[config.mk]
export PLATFORM = sky130hd
export DESIGN_NAME = twr_router
export DESIGN_NICKNAME = d
export VERILOG_FILES = /design/src/rtl/twr_router_pkg.sv /design/src/rtl/twr_route_decode.sv /design/src/rtl/twr_state_regs.sv /design/src/rtl/twr_access_seq.sv /design/src/rtl/twr_router.sv
export SDC_FILE = /design/constraint.sdc
export NUM_CORES = 1
export LEC_CHECK = 0
export BUFFER_PORTS_ARGS = -buffer_cell sky130_fd_sc_hd__buf_2
export CORE_AREA = 4 4 60 117
export DETAILED_ROUTE_END_ITERATION = 16
export DIE_AREA = 0 0 64 121
export PLACE_DENSITY = 0.77
export SYNTH_ARGS = -nofsm -noshare
export SYNTH_HDL_FRONTEND = slang
export SYNTH_SLANG_ARGS = --single-unit
export TNS_END_PERCENT = 20
[constraint.sdc]
create_clock -name clk -period 1.6 [get_ports clk]
set_clock_uncertainty 0.1 [all_clocks]
set_input_delay 0 -clock clk [delete_from_list [all_inputs] [get_ports clk]]
set_output_delay 0 -clock clk [all_outputs]
set_load 0.01 [all_outputs]
[src/rtl/twr_router_pkg.sv]
package twr_router_pkg;
  typedef enum logic [1:0] {ST_IDLE, ST_WAIT, ST_RESP} rtr_state_e;

  typedef struct packed {
    logic to_ram;
    logic to_ee;
    logic ack;
    logic set_page;
    logic set_rate;
    logic rd_rate;
  } rtr_route_t;
endpackage

[src/rtl/twr_route_decode.sv]
module twr_route_decode
  import twr_router_pkg::*;
#(
  parameter int AW = 8,
  parameter int DW = 8,
  parameter logic [7:0] DEV_EE = 8'hA0,
  parameter logic [7:0] DEV_DIAG = 8'hA2,
  parameter logic [AW-1:0] PAGE_ADDR = 8'h7F,
  parameter logic [AW-1:0] RATE_ADDR = 8'hF5,
  parameter logic [DW-1:0] PG_BASE_A = 8'h00,
  parameter logic [DW-1:0] PG_BASE_B = 8'h01,
  parameter logic [DW-1:0] PG_UPPER = 8'h03
) (
  input  logic [7:0]    dev_addr,
  input  logic [AW-1:0] reg_addr,
  input  logic          is_write,
  input  logic [DW-1:0] page_sel,
  input  logic          standalone,
  output rtr_route_t    route
);
  logic upper_half, pg_base, pg_up;
  assign upper_half = reg_addr[AW-1];
  assign pg_base    = (page_sel == PG_BASE_A) || (page_sel == PG_BASE_B);
  assign pg_up      = (page_sel == PG_UPPER);

  always_comb begin
    route = '0;
    if (dev_addr == DEV_EE) begin
      route.to_ee = 1'b1;
      route.ack   = 1'b1;
    end else if (dev_addr == DEV_DIAG) begin
      if (!is_write && standalone) begin
        route.ack = 1'b1;
      end else if (reg_addr == PAGE_ADDR) begin
        route.ack      = 1'b1;
        route.set_page = is_write;
      end else if (reg_addr == RATE_ADDR) begin
        route.ack = 1'b1;
        if (is_write) begin
          route.set_rate = 1'b1;
          route.to_ram   = 1'b1;
        end else begin
          route.rd_rate = 1'b1;
        end
      end else if (!upper_half && pg_base) begin
        route.ack    = 1'b1;
        route.to_ram = 1'b1;
        route.to_ee  = is_write;
      end else if (upper_half && pg_base && is_write) begin
        route.ack   = 1'b1;
        route.to_ee = 1'b1;
      end else if (upper_half && pg_up) begin
        route.ack    = 1'b1;
        route.to_ram = 1'b1;
      end
    end
  end
endmodule

[src/rtl/twr_state_regs.sv]
module twr_state_regs
  import twr_router_pkg::*;
#(
  parameter int DW = 8
) (
  input  logic          clk,
  input  logic          rst,
  input  logic          boot_done,
  input  logic          accept,
  input  rtr_route_t    route,
  input  logic [DW-1:0] wdata,
  output logic          booted,
  output logic [DW-1:0] page_sel,
  output logic [DW-1:0] rate_code
);
  always_ff @(posedge clk) begin
    if (rst) begin
      booted    <= 1'b0;
      page_sel  <= '0;
      rate_code <= '0;
    end else begin
      if (boot_done) booted <= 1'b1;
      if (accept && route.set_page) page_sel <= wdata;
      if (accept && route.set_rate) rate_code <= wdata;
    end
  end


  rate_update_chk: assert property (@(posedge clk) disable iff (rst)
    (accept && route.set_rate) |=> (rate_code == $past(wdata)));


  boot_sticky_chk: assert property (@(posedge clk) disable iff (rst)
    booted |=> booted);
endmodule

[src/rtl/twr_access_seq.sv]
module twr_access_seq
  import twr_router_pkg::*;
#(
  parameter int AW = 8,
  parameter int DW = 8
) (
  input  logic          clk,
  input  logic          rst,
  input  logic          booted,
  input  logic          req_valid,
  input  logic [7:0]    dev_addr,
  input  logic [AW-1:0] reg_addr,
  input  logic          is_write,
  input  logic [DW-1:0] wdata,
  input  rtr_route_t    route,
  input  logic [DW-1:0] rate_code,
  output logic          accept,
  output logic          acc_ready,
  output logic          resp_valid,
  output logic          resp_ack,
  output logic [DW-1:0] resp_rdata,
  output logic          ram_req,
  output logic          ee_req,
  output logic          we_q,
  output logic [7:0]    dev_q,
  output logic [AW-1:0] addr_q,
  output logic [DW-1:0] wdata_q,
  input  logic          ram_done,
  input  logic [DW-1:0] ram_rdata,
  input  logic          ee_done,
  input  logic [DW-1:0] ee_rdata
);
  rtr_state_e state;
  logic pend_ram, pend_ee;
  logic left_ram, left_ee;

  assign acc_ready  = booted && (state == ST_IDLE);
  assign accept     = req_valid && acc_ready;
  assign resp_valid = (state == ST_RESP);
  assign left_ram   = pend_ram && !ram_done;
  assign left_ee    = pend_ee && !ee_done;

  always_ff @(posedge clk) begin
    if (rst) begin
      state      <= ST_IDLE;
      pend_ram   <= 1'b0;
      pend_ee    <= 1'b0;
      ram_req    <= 1'b0;
      ee_req     <= 1'b0;
      resp_ack   <= 1'b0;
      resp_rdata <= '0;
      we_q       <= 1'b0;
      dev_q      <= '0;
      addr_q     <= '0;
      wdata_q    <= '0;
    end else begin
      ram_req <= 1'b0;
      ee_req  <= 1'b0;
      case (state)
        ST_IDLE: if (accept) begin
          we_q       <= is_write;
          dev_q      <= dev_addr;
          addr_q     <= reg_addr;
          wdata_q    <= wdata;
          ram_req    <= route.to_ram;
          ee_req     <= route.to_ee;
          pend_ram   <= route.to_ram;
          pend_ee    <= route.to_ee;
          resp_ack   <= route.ack;
          resp_rdata <= route.rd_rate ? rate_code : '0;
          state      <= (route.to_ram || route.to_ee) ? ST_WAIT : ST_RESP;
        end
        ST_WAIT: begin
          if (pend_ram && ram_done) begin
            pend_ram <= 1'b0;
            if (!we_q) resp_rdata <= ram_rdata;
          end
          if (pend_ee && ee_done) begin
            pend_ee <= 1'b0;
            if (!we_q) resp_rdata <= ee_rdata;
          end
          if (!left_ram && !left_ee) state <= ST_RESP;
        end
        default: state <= ST_IDLE;
      endcase
    end
  end


  ram_pulse_chk: assert property (@(posedge clk) disable iff (rst)
    ram_req |=> !ram_req);


  ee_pulse_chk: assert property (@(posedge clk) disable iff (rst)
    ee_req |=> !ee_req);


  busy_resp_chk: assert property (@(posedge clk) disable iff (rst)
    resp_valid |-> !acc_ready);


  wait_pending_chk: assert property (@(posedge clk) disable iff (rst)
    (state == ST_WAIT) |-> (pend_ram || pend_ee));


  silent_boot_chk: assert property (@(posedge clk) disable iff (rst)
    !booted |-> (!ram_req && !ee_req && !resp_valid));
endmodule

[src/rtl/twr_router.sv]
module twr_router
  import twr_router_pkg::*;
#(
  parameter int AW = 8,
  parameter int DW = 8,
  parameter logic [7:0] DEV_EE = 8'hA0,
  parameter logic [7:0] DEV_DIAG = 8'hA2,
  parameter logic [AW-1:0] PAGE_ADDR = 8'h7F,
  parameter logic [AW-1:0] RATE_ADDR = 8'hF5
) (
  input  logic          clk,
  input  logic          rst,
  input  logic          boot_done,
  input  logic          standalone,
  input  logic          req_valid,
  input  logic [7:0]    dev_addr,
  input  logic [AW-1:0] reg_addr,
  input  logic          is_write,
  input  logic [DW-1:0] wdata,
  output logic          acc_ready,
  output logic          resp_valid,
  output logic          resp_ack,
  output logic [DW-1:0] resp_rdata,
  output logic [DW-1:0] rate_code,
  output logic          ram_req,
  output logic          ram_we,
  output logic [AW-1:0] ram_addr,
  output logic [DW-1:0] ram_wdata,
  input  logic          ram_done,
  input  logic [DW-1:0] ram_rdata,
  output logic          ee_req,
  output logic          ee_we,
  output logic [7:0]    ee_dev,
  output logic [AW-1:0] ee_addr,
  output logic [DW-1:0] ee_wdata,
  input  logic          ee_done,
  input  logic [DW-1:0] ee_rdata
);
  rtr_route_t    route;
  logic          booted, accept, we_q;
  logic [7:0]    dev_q;
  logic [AW-1:0] addr_q;
  logic [DW-1:0] wdata_q, page_sel;

  twr_route_decode #(
    .AW(AW), .DW(DW), .DEV_EE(DEV_EE), .DEV_DIAG(DEV_DIAG),
    .PAGE_ADDR(PAGE_ADDR), .RATE_ADDR(RATE_ADDR)
  ) u_decode (
    .dev_addr(dev_addr), .reg_addr(reg_addr), .is_write(is_write),
    .page_sel(page_sel), .standalone(standalone), .route(route)
  );

  twr_state_regs #(.DW(DW)) u_regs (
    .clk(clk), .rst(rst), .boot_done(boot_done), .accept(accept),
    .route(route), .wdata(wdata), .booted(booted),
    .page_sel(page_sel), .rate_code(rate_code)
  );

  twr_access_seq #(.AW(AW), .DW(DW)) u_seq (
    .clk(clk), .rst(rst), .booted(booted), .req_valid(req_valid),
    .dev_addr(dev_addr), .reg_addr(reg_addr), .is_write(is_write),
    .wdata(wdata), .route(route), .rate_code(rate_code),
    .accept(accept), .acc_ready(acc_ready), .resp_valid(resp_valid),
    .resp_ack(resp_ack), .resp_rdata(resp_rdata),
    .ram_req(ram_req), .ee_req(ee_req), .we_q(we_q), .dev_q(dev_q),
    .addr_q(addr_q), .wdata_q(wdata_q),
    .ram_done(ram_done), .ram_rdata(ram_rdata),
    .ee_done(ee_done), .ee_rdata(ee_rdata)
  );

  assign ram_we    = we_q;
  assign ram_addr  = addr_q;
  assign ram_wdata = wdata_q;
  assign ee_we     = we_q;
  assign ee_dev    = dev_q;
  assign ee_addr   = addr_q;
  assign ee_wdata  = wdata_q;


  ee_only_chk: assert property (@(posedge clk) disable iff (rst)
    (ee_req && ee_dev == DEV_EE) |-> !ram_req);


  page_write_chk: assert property (@(posedge clk) disable iff (rst)
    (accept && is_write && dev_addr == DEV_DIAG && reg_addr == PAGE_ADDR)
      |=> (!ram_req && !ee_req));


  standalone_chk: assert property (@(posedge clk) disable iff (rst)
    (accept && !is_write && standalone && dev_addr == DEV_DIAG)
      |=> (resp_valid && resp_rdata == '0 && !ram_req && !ee_req));
endmodule

==> impl_metrics.yaml, run 1 <==
die:
  die-area_um2: 7740
  start_util_pct: 41.6
  top_level_ports: 111
  rows: 41
  core_um2: 6210
  die_x_um: 64
  die_h_um: 121
logic_synthesis:
  synth_enable_flop_cells: 0
  yosys.area_share.simple_pct: 27.2
  synthCells: 311
  yosysSeqAreaShare_pct: 44.2
  async_flop_share_pct: 0
  synth_adder_area_share_pct: 0
  synth_top_family_by_area: "simple AND/OR/NAND/NOR gates"
  ys_types: 36
  syn_area_per_cell_um2: 8.30
  yosys_warnings: 0
  yosys.area.top_type: "dfxtp_1"
  synth_nets: 359
  synth_common_cells: "dfxtp_1, nand2_1, nor2_1"
  synth_area_um2: 2580
  synth_top_area_share_pct: 44.2
  synth_compound_area_share_pct: 13.7
  netlist_top_cells_area: "dfxtp_1, nand2_1, a21oi_1"
  synthMuxAreaShare_pct: 6.21
  synthFlopType: "dfxtp_1"
  synth-xor-area-share_pct: 0
  synth_seq_cells: 57
  yosysMostFrequentCell: "dfxtp_1"
outcome:
  status: "finished, violations left"
  violations: "setup timing"
layout:
  area_growth_pct: 51.8
  diodes: 0
  drive_above_1_share_pct: 37.7
  nets: 506
critical_path:
  crit_slowest_cell: "or4b_4"
  cp.arrival_ps: 1920
  cp_top_family: "simple AND/OR/NAND/NOR gates"
  rr_startpoint: "u_seq.state[0]"
  worstPathMaxFanout: 8
  rrSetupSlack_ps: -220
  timing.rr.end: "u_regs.page_sel[1]"
  slowest_delay_ps: 490
  path_class: "reg2reg"
  critPathRequiredTime_ps: 1700
  start_kind: "flip-flop"
  crit_chain: "and4bb_2 -> nand2_2 -> or4b_4 -> buf_8 -> mux2i_2 -> nor2_1"
  crit_buf_inv: 1
  cp-end-kind: "flip-flop"
  rr_worst_depth: 6
clock_network:
  clock_latency_ps: 320
  cts_max_path_buffers: 2
  path_clk_slew_ps: 50
  tritoncts: "done"
  cts_root_buffer: "clkbuf_16"
  cts.htree.levels: 3
  cts_buffers: 9
  clock-sinks: 57
route:
  wl_mm: 7.88
  via_per_inst: 5.07
  drcViolationCount: 0
  dr.pass1.iters: 4
  drt.antenna.violating_nets: 0
  via_count: 2771
  dr.first_iter.drc_count: 97
  wl_per_cell_um: 14.4
timing:
  finalHoldViolations: 0
  rsz0062_at_grt: "yes"
  setup_ws_ps: -221
  fin_setup_tns_ps: -2900
  fmax_mhz: 549
  min_period_ps: 1820
  period_share_pct: 114
  drv_slew: 0
  hold_slack_ps: 27.9
  tightest_slew_ps: 296
  relSlewSlack_pct: 80.2
  finalSetupViolCount: 24
grt:
  antenna_found_initial: 0
  grt_max_degree: 33
  grt_overflow: 0
  track_usage_pct: 20.8
  grt_pass1_wl_mm: 12.7
  grt_pass1_vias: 2769
hold_path:
  hold_class: "in2reg"
  holdPathStages: 4
  holdCritStartpoint: "is_write"
  min_to: "u_seq.we_q"
place:
  dpl.hpwl_mm: 5.25
  pre_cts_ws_ps: -248
  port_buffers: 110
  place.gp.congestion: 0.790
power_and_ir_drop:
  powerDensity_nw_per_um2: 922
  power_mw: 3.61
  irDropWorstVdd_uv: 610
  power.leakage_nw: 1.79
run:
  max-cap-violations: 0
## cell families (layout without fill, tap and decap cells)
group                  Yosys count  after routing
AND/OR/NAND/NOR                138            138
multiplexers                    16             16
flip-flops                      57             57
buffers and inverters           39            189
AO/OA/AOI/OAI                   61             61
## stage by stage
step | util, % | cells | cell area (µm²)
after floorplan | - | 311 | 2580
after global routing | 63.1 | 547 | 3920
final | 63.1 | 547 | 3920
after detailed placement | 52.8 | 502 | 3280
after CTS | 62.4 | 547 | 3880
after global placement | 52.8 | 502 | 3280
## report_power, final
part	switching, mW	internal [mW]
Combinational	0.217	0.210
Clock	0.583	1.11
Sequential	0.0235	1.47
Total	0.824	2.79
## worst max-delay path by stage
stage	from	endpoint	slack, ps	depth (start not counted)
after floorplan	u_seq.state[1]	u_regs.page_sel[0]	-110	6
after global placement	u_regs.page_sel[4]	u_seq.state[0]	-220	7
after detailed placement	u_regs.page_sel[4]	u_seq.state[1]	-250	7
after CTS	u_seq.state[0]	u_regs.page_sel[6]	-170	6
after global routing	u_seq.state[1]	u_regs.page_sel[1]	-270	6
final	u_seq.state[0]	u_regs.page_sel[1]	-220	6
## layout by cell type, fill, tap and decap left out, types with 2 or more instances in the layout
cell type        n
nor4b_4          3
and4bb_2         2
mux2i_1         14
buf_6            2
buf_4           28
a22oi_1          3
dfxtp_2          4
dfxtp_1         53
a22o_1           4
nor2b_1          2
nor4_1           2
nand2_1         54
inv_1            3
buf_2          110
nand4_1          4
nand2b_1         3
a21oi_1         32
clkbuf_1         3
nor3_1          15
nand3_1          4
clkbuf_8         2
a211oi_1         3
clkbuf_16        9
dlygate4sd3_1   30
nor2_1          35
nand4b_1         2
nand3b_1         3
mux2i_2          2
o21ai_0         11
## per-layer routing
metal	vias to the layer above	track usage [%]	share of wire, %
li1	1353	-	-
met1	1276	23.7	39
met2	116	34.9	51
met3	26	3.80	6.9
met4	0	13.4	3.4
met5	-	0	0
## area by class of cell
type	count	area, µm²
fillers	523	2290
multi-input cells	215	1270
flip-flops and latches	57	1150
repair buffers	172	1120
clock buffers	14	264
well taps	86	108
inverters	3	11.3
## registers in the layout, indices dropped and copies added, names as in the netlist, named ones only
register	count
u_regs.booted	1
u_regs.page_sel	8
u_regs.rate_code	8
u_seq.addr_q	8
u_seq.dev_q	8
u_seq.ee_req	1
u_seq.pend_ee	1
u_seq.pend_ram	1
u_seq.ram_req	1
u_seq.resp_ack	1
u_seq.resp_rdata	5
u_seq.state	2
u_seq.wdata_q	8
u_seq.we_q	1
## what timing repair did
item,4_1_cts,5_1_grt
pin swaps,7,1
cloned,0,0
gates resized for setup,6,11
hold buffers,30,0
endpoints found under the hold margin,47,0
buffers inserted,1,0
endpoints found under the setup margin,24,29
## worst reg2reg max path, cell delays in order (launching register included)
cell      delay [ps]
dfxtp_2          310
and4bb_2         310
nand2_2           70
or4b_4           490
buf_8            160
mux2i_2          190
nor2_1            70
(Power assumes the default switching activity.)
==> run 2: changes to the inputs <==
Settings changed: BUFFER_PORTS_ARGS -buffer_cell sky130_fd_sc_hd__buf_2 to -buffer_cell sky130_fd_sc_hd__buf_4, GPL_ROUTABILITY_DRIVEN from default to 1.
==> run 2 against run 1 <==
Against the previous run:
- the flow still finishes with violations (setup timing)
- register-to-register slack improved by 40 ps
- die area unchanged
- core utilization increased by 4.8 points
- largest cell class is now buffers
- highest routed layer unchanged
==> impl_metrics.yaml, run 2 (same netlist as run 1, synthesis figures left out) <==
outcome:
  status: "finished, violations left"
  violations: "setup timing"
power_and_ir_drop:
  p_clk_share_pct: 48.7
  seq_power_share_pct: 38.5
  p_sw_share_pct: 22.2
  powerDensity_nw_per_um2: 918
  pwr-share-comb_pct: 12.8
  power.leakage_nw: 1.87
  p_int_mw: 3.01
  irDropWorstVdd_uv: 801
  power_mw: 3.87
  switchingPower_mw: 0.860
die:
  die_x_um: 64
  top_level_ports: 111
  die_h_um: 121
  core_um2: 6210
  die-area_um2: 7740
  start_util_pct: 41.6
  rows: 41
clock_network:
  tritoncts: "done"
  cts_max_path_buffers: 2
  cts_root_buffer: "clkbuf_16"
  clock-sinks: 57
  cts_buffers: 9
  cts.htree.levels: 3
  path_clk_slew_ps: 50
  clock_latency_ps: 330
critical_path:
  crit_chain: "and4bb_2 -> nand2_2 -> or4b_4 -> buf_6 -> mux2i_1 -> nor2_1"
  slowest_delay_ps: 500
  cp_top_family: "simple AND/OR/NAND/NOR gates"
  start_kind: "flip-flop"
  cp.arrival_ps: 1900
  crit_buf_inv: 1
  cp-end-kind: "flip-flop"
  crit_slowest_cell: "or4b_4"
  path_class: "reg2reg"
  critPathRequiredTime_ps: 1720
  worstPathMaxFanout: 8
layout:
  drive_above_1_share_pct: 37.3
  nets: 508
  final_util_pct: 67.9
  most-common-layout-cells: "buf_4, nand2_1, dfxtp_1, nor2_1, a21oi_1"
  diodes: 0
  fillers: 485
  mostFrequentLayoutCell: "buf_4"
  area_growth_pct: 63.4
route:
  dr.first_iter.drc_count: 167
  drcViolationCount: 0
  dr.pass1.iters: 4
  wl_mm: 8.07
  wl_per_cell_um: 14.7
  drt.antenna.violating_nets: 0
  via_count: 2715
  via_per_inst: 4.94
timing:
  setup_ws_ps: -185
  fmax_mhz: 560
  min_period_ps: 1790
  tightest_slew_ps: 397
  drv_slew: 0
  hold_slack_ps: 68.2
  finalHoldViolations: 0
  rsz0062_at_grt: "yes"
  relSlewSlack_pct: 73.6
  finalSetupViolCount: 29
  period_share_pct: 112
grt:
  track_usage_pct: 21.6
  grt_pass1_wl_mm: 13.2
  antenna_found_initial: 0
  grt_pass1_vias: 2803
  grt_max_degree: 39
  grt_overflow: 0
place:
  place.gp.congestion: 0.820
  dpl.hpwl_mm: 5.28
  port_buffers: 110
hold_path:
  hold_class: "in2reg"
run:
  max-cap-violations: 0
## run 2: through the flow
stage | instance area, µm² | setup TNS (ps) | std cells | setup WS [ps]
3_5_place_dp | 3550 | -5010 | 502 | -240
6_report | 4220 | -3320 | 550 | -185
4_1_cts | 4200 | -2980 | 549 | -149
2_1_floorplan | 2580 | -1420 | 311 | -111
5_1_grt | 4220 | -5960 | 550 | -260
3_3_place_gp | 3550 | -4100 | 502 | -243
## run 2: worst min-delay path: stages
cell     delay (ps)
buf_4            80
nor3_1           30
o21ai_0         140
a21oi_1          40
nor3_1          150
## run 2: cell type report
type,count,area (µm²),area share [%]
flip-flops and latches,57,1140,27.2
repair buffers,174,1400,33.3
multi-input cells,215,1250,29.7
clock buffers,12,256,6.08
inverters,3,11.3,0.267
clock inverters,3,40.0,0.950
well taps,86,108,2.55
## run 2: metal layers
metal	track usage (%)	wire (µm)	up-vias
met3	6.02	500	13
met5	0	0	-
met4	8.12	138	0
met1	24.5	3190	1246
li1	-	-	1358
met2	37.7	4240	98
## run 2: timing repair
item | in CTS | in global routing
hold buffers | 31 | 0
setup buffers | 1 | 1
hold endpoints to repair | 45 | 0
gates resized for setup | 7 | 2
pin swaps | 5 | 1
endpoints found under the setup margin | 25 | 29
## run 2: worst paths after layout
path	start	end	slack, ps	depth (start not counted)
worst min register to register	u_seq.dev_q[3]	u_seq.dev_q[3]	350	2
worst max-delay path	u_seq.state[1]	u_regs.page_sel[0]	-190	6
worst max register to register	u_seq.state[1]	u_regs.page_sel[0]	-190	6
worst min-delay path	ram_rdata[4]	u_seq.resp_rdata[4]	70	5
## run 2: power groups by stage
| stage | clock network, mW | registers (mW) | logic [mW] |
|---|---|---|---|
| after global routing | 2.00 | 1.49 | 0.533 |
| after CTS | 1.91 | 1.49 | 0.486 |
| after floorplan | 0 | 1.53 | 0.161 |
| after detailed placement | 0 | 1.52 | 0.422 |
| final | 1.88 | 1.49 | 0.494 |
| after global placement | 0 | 1.52 | 0.417 |
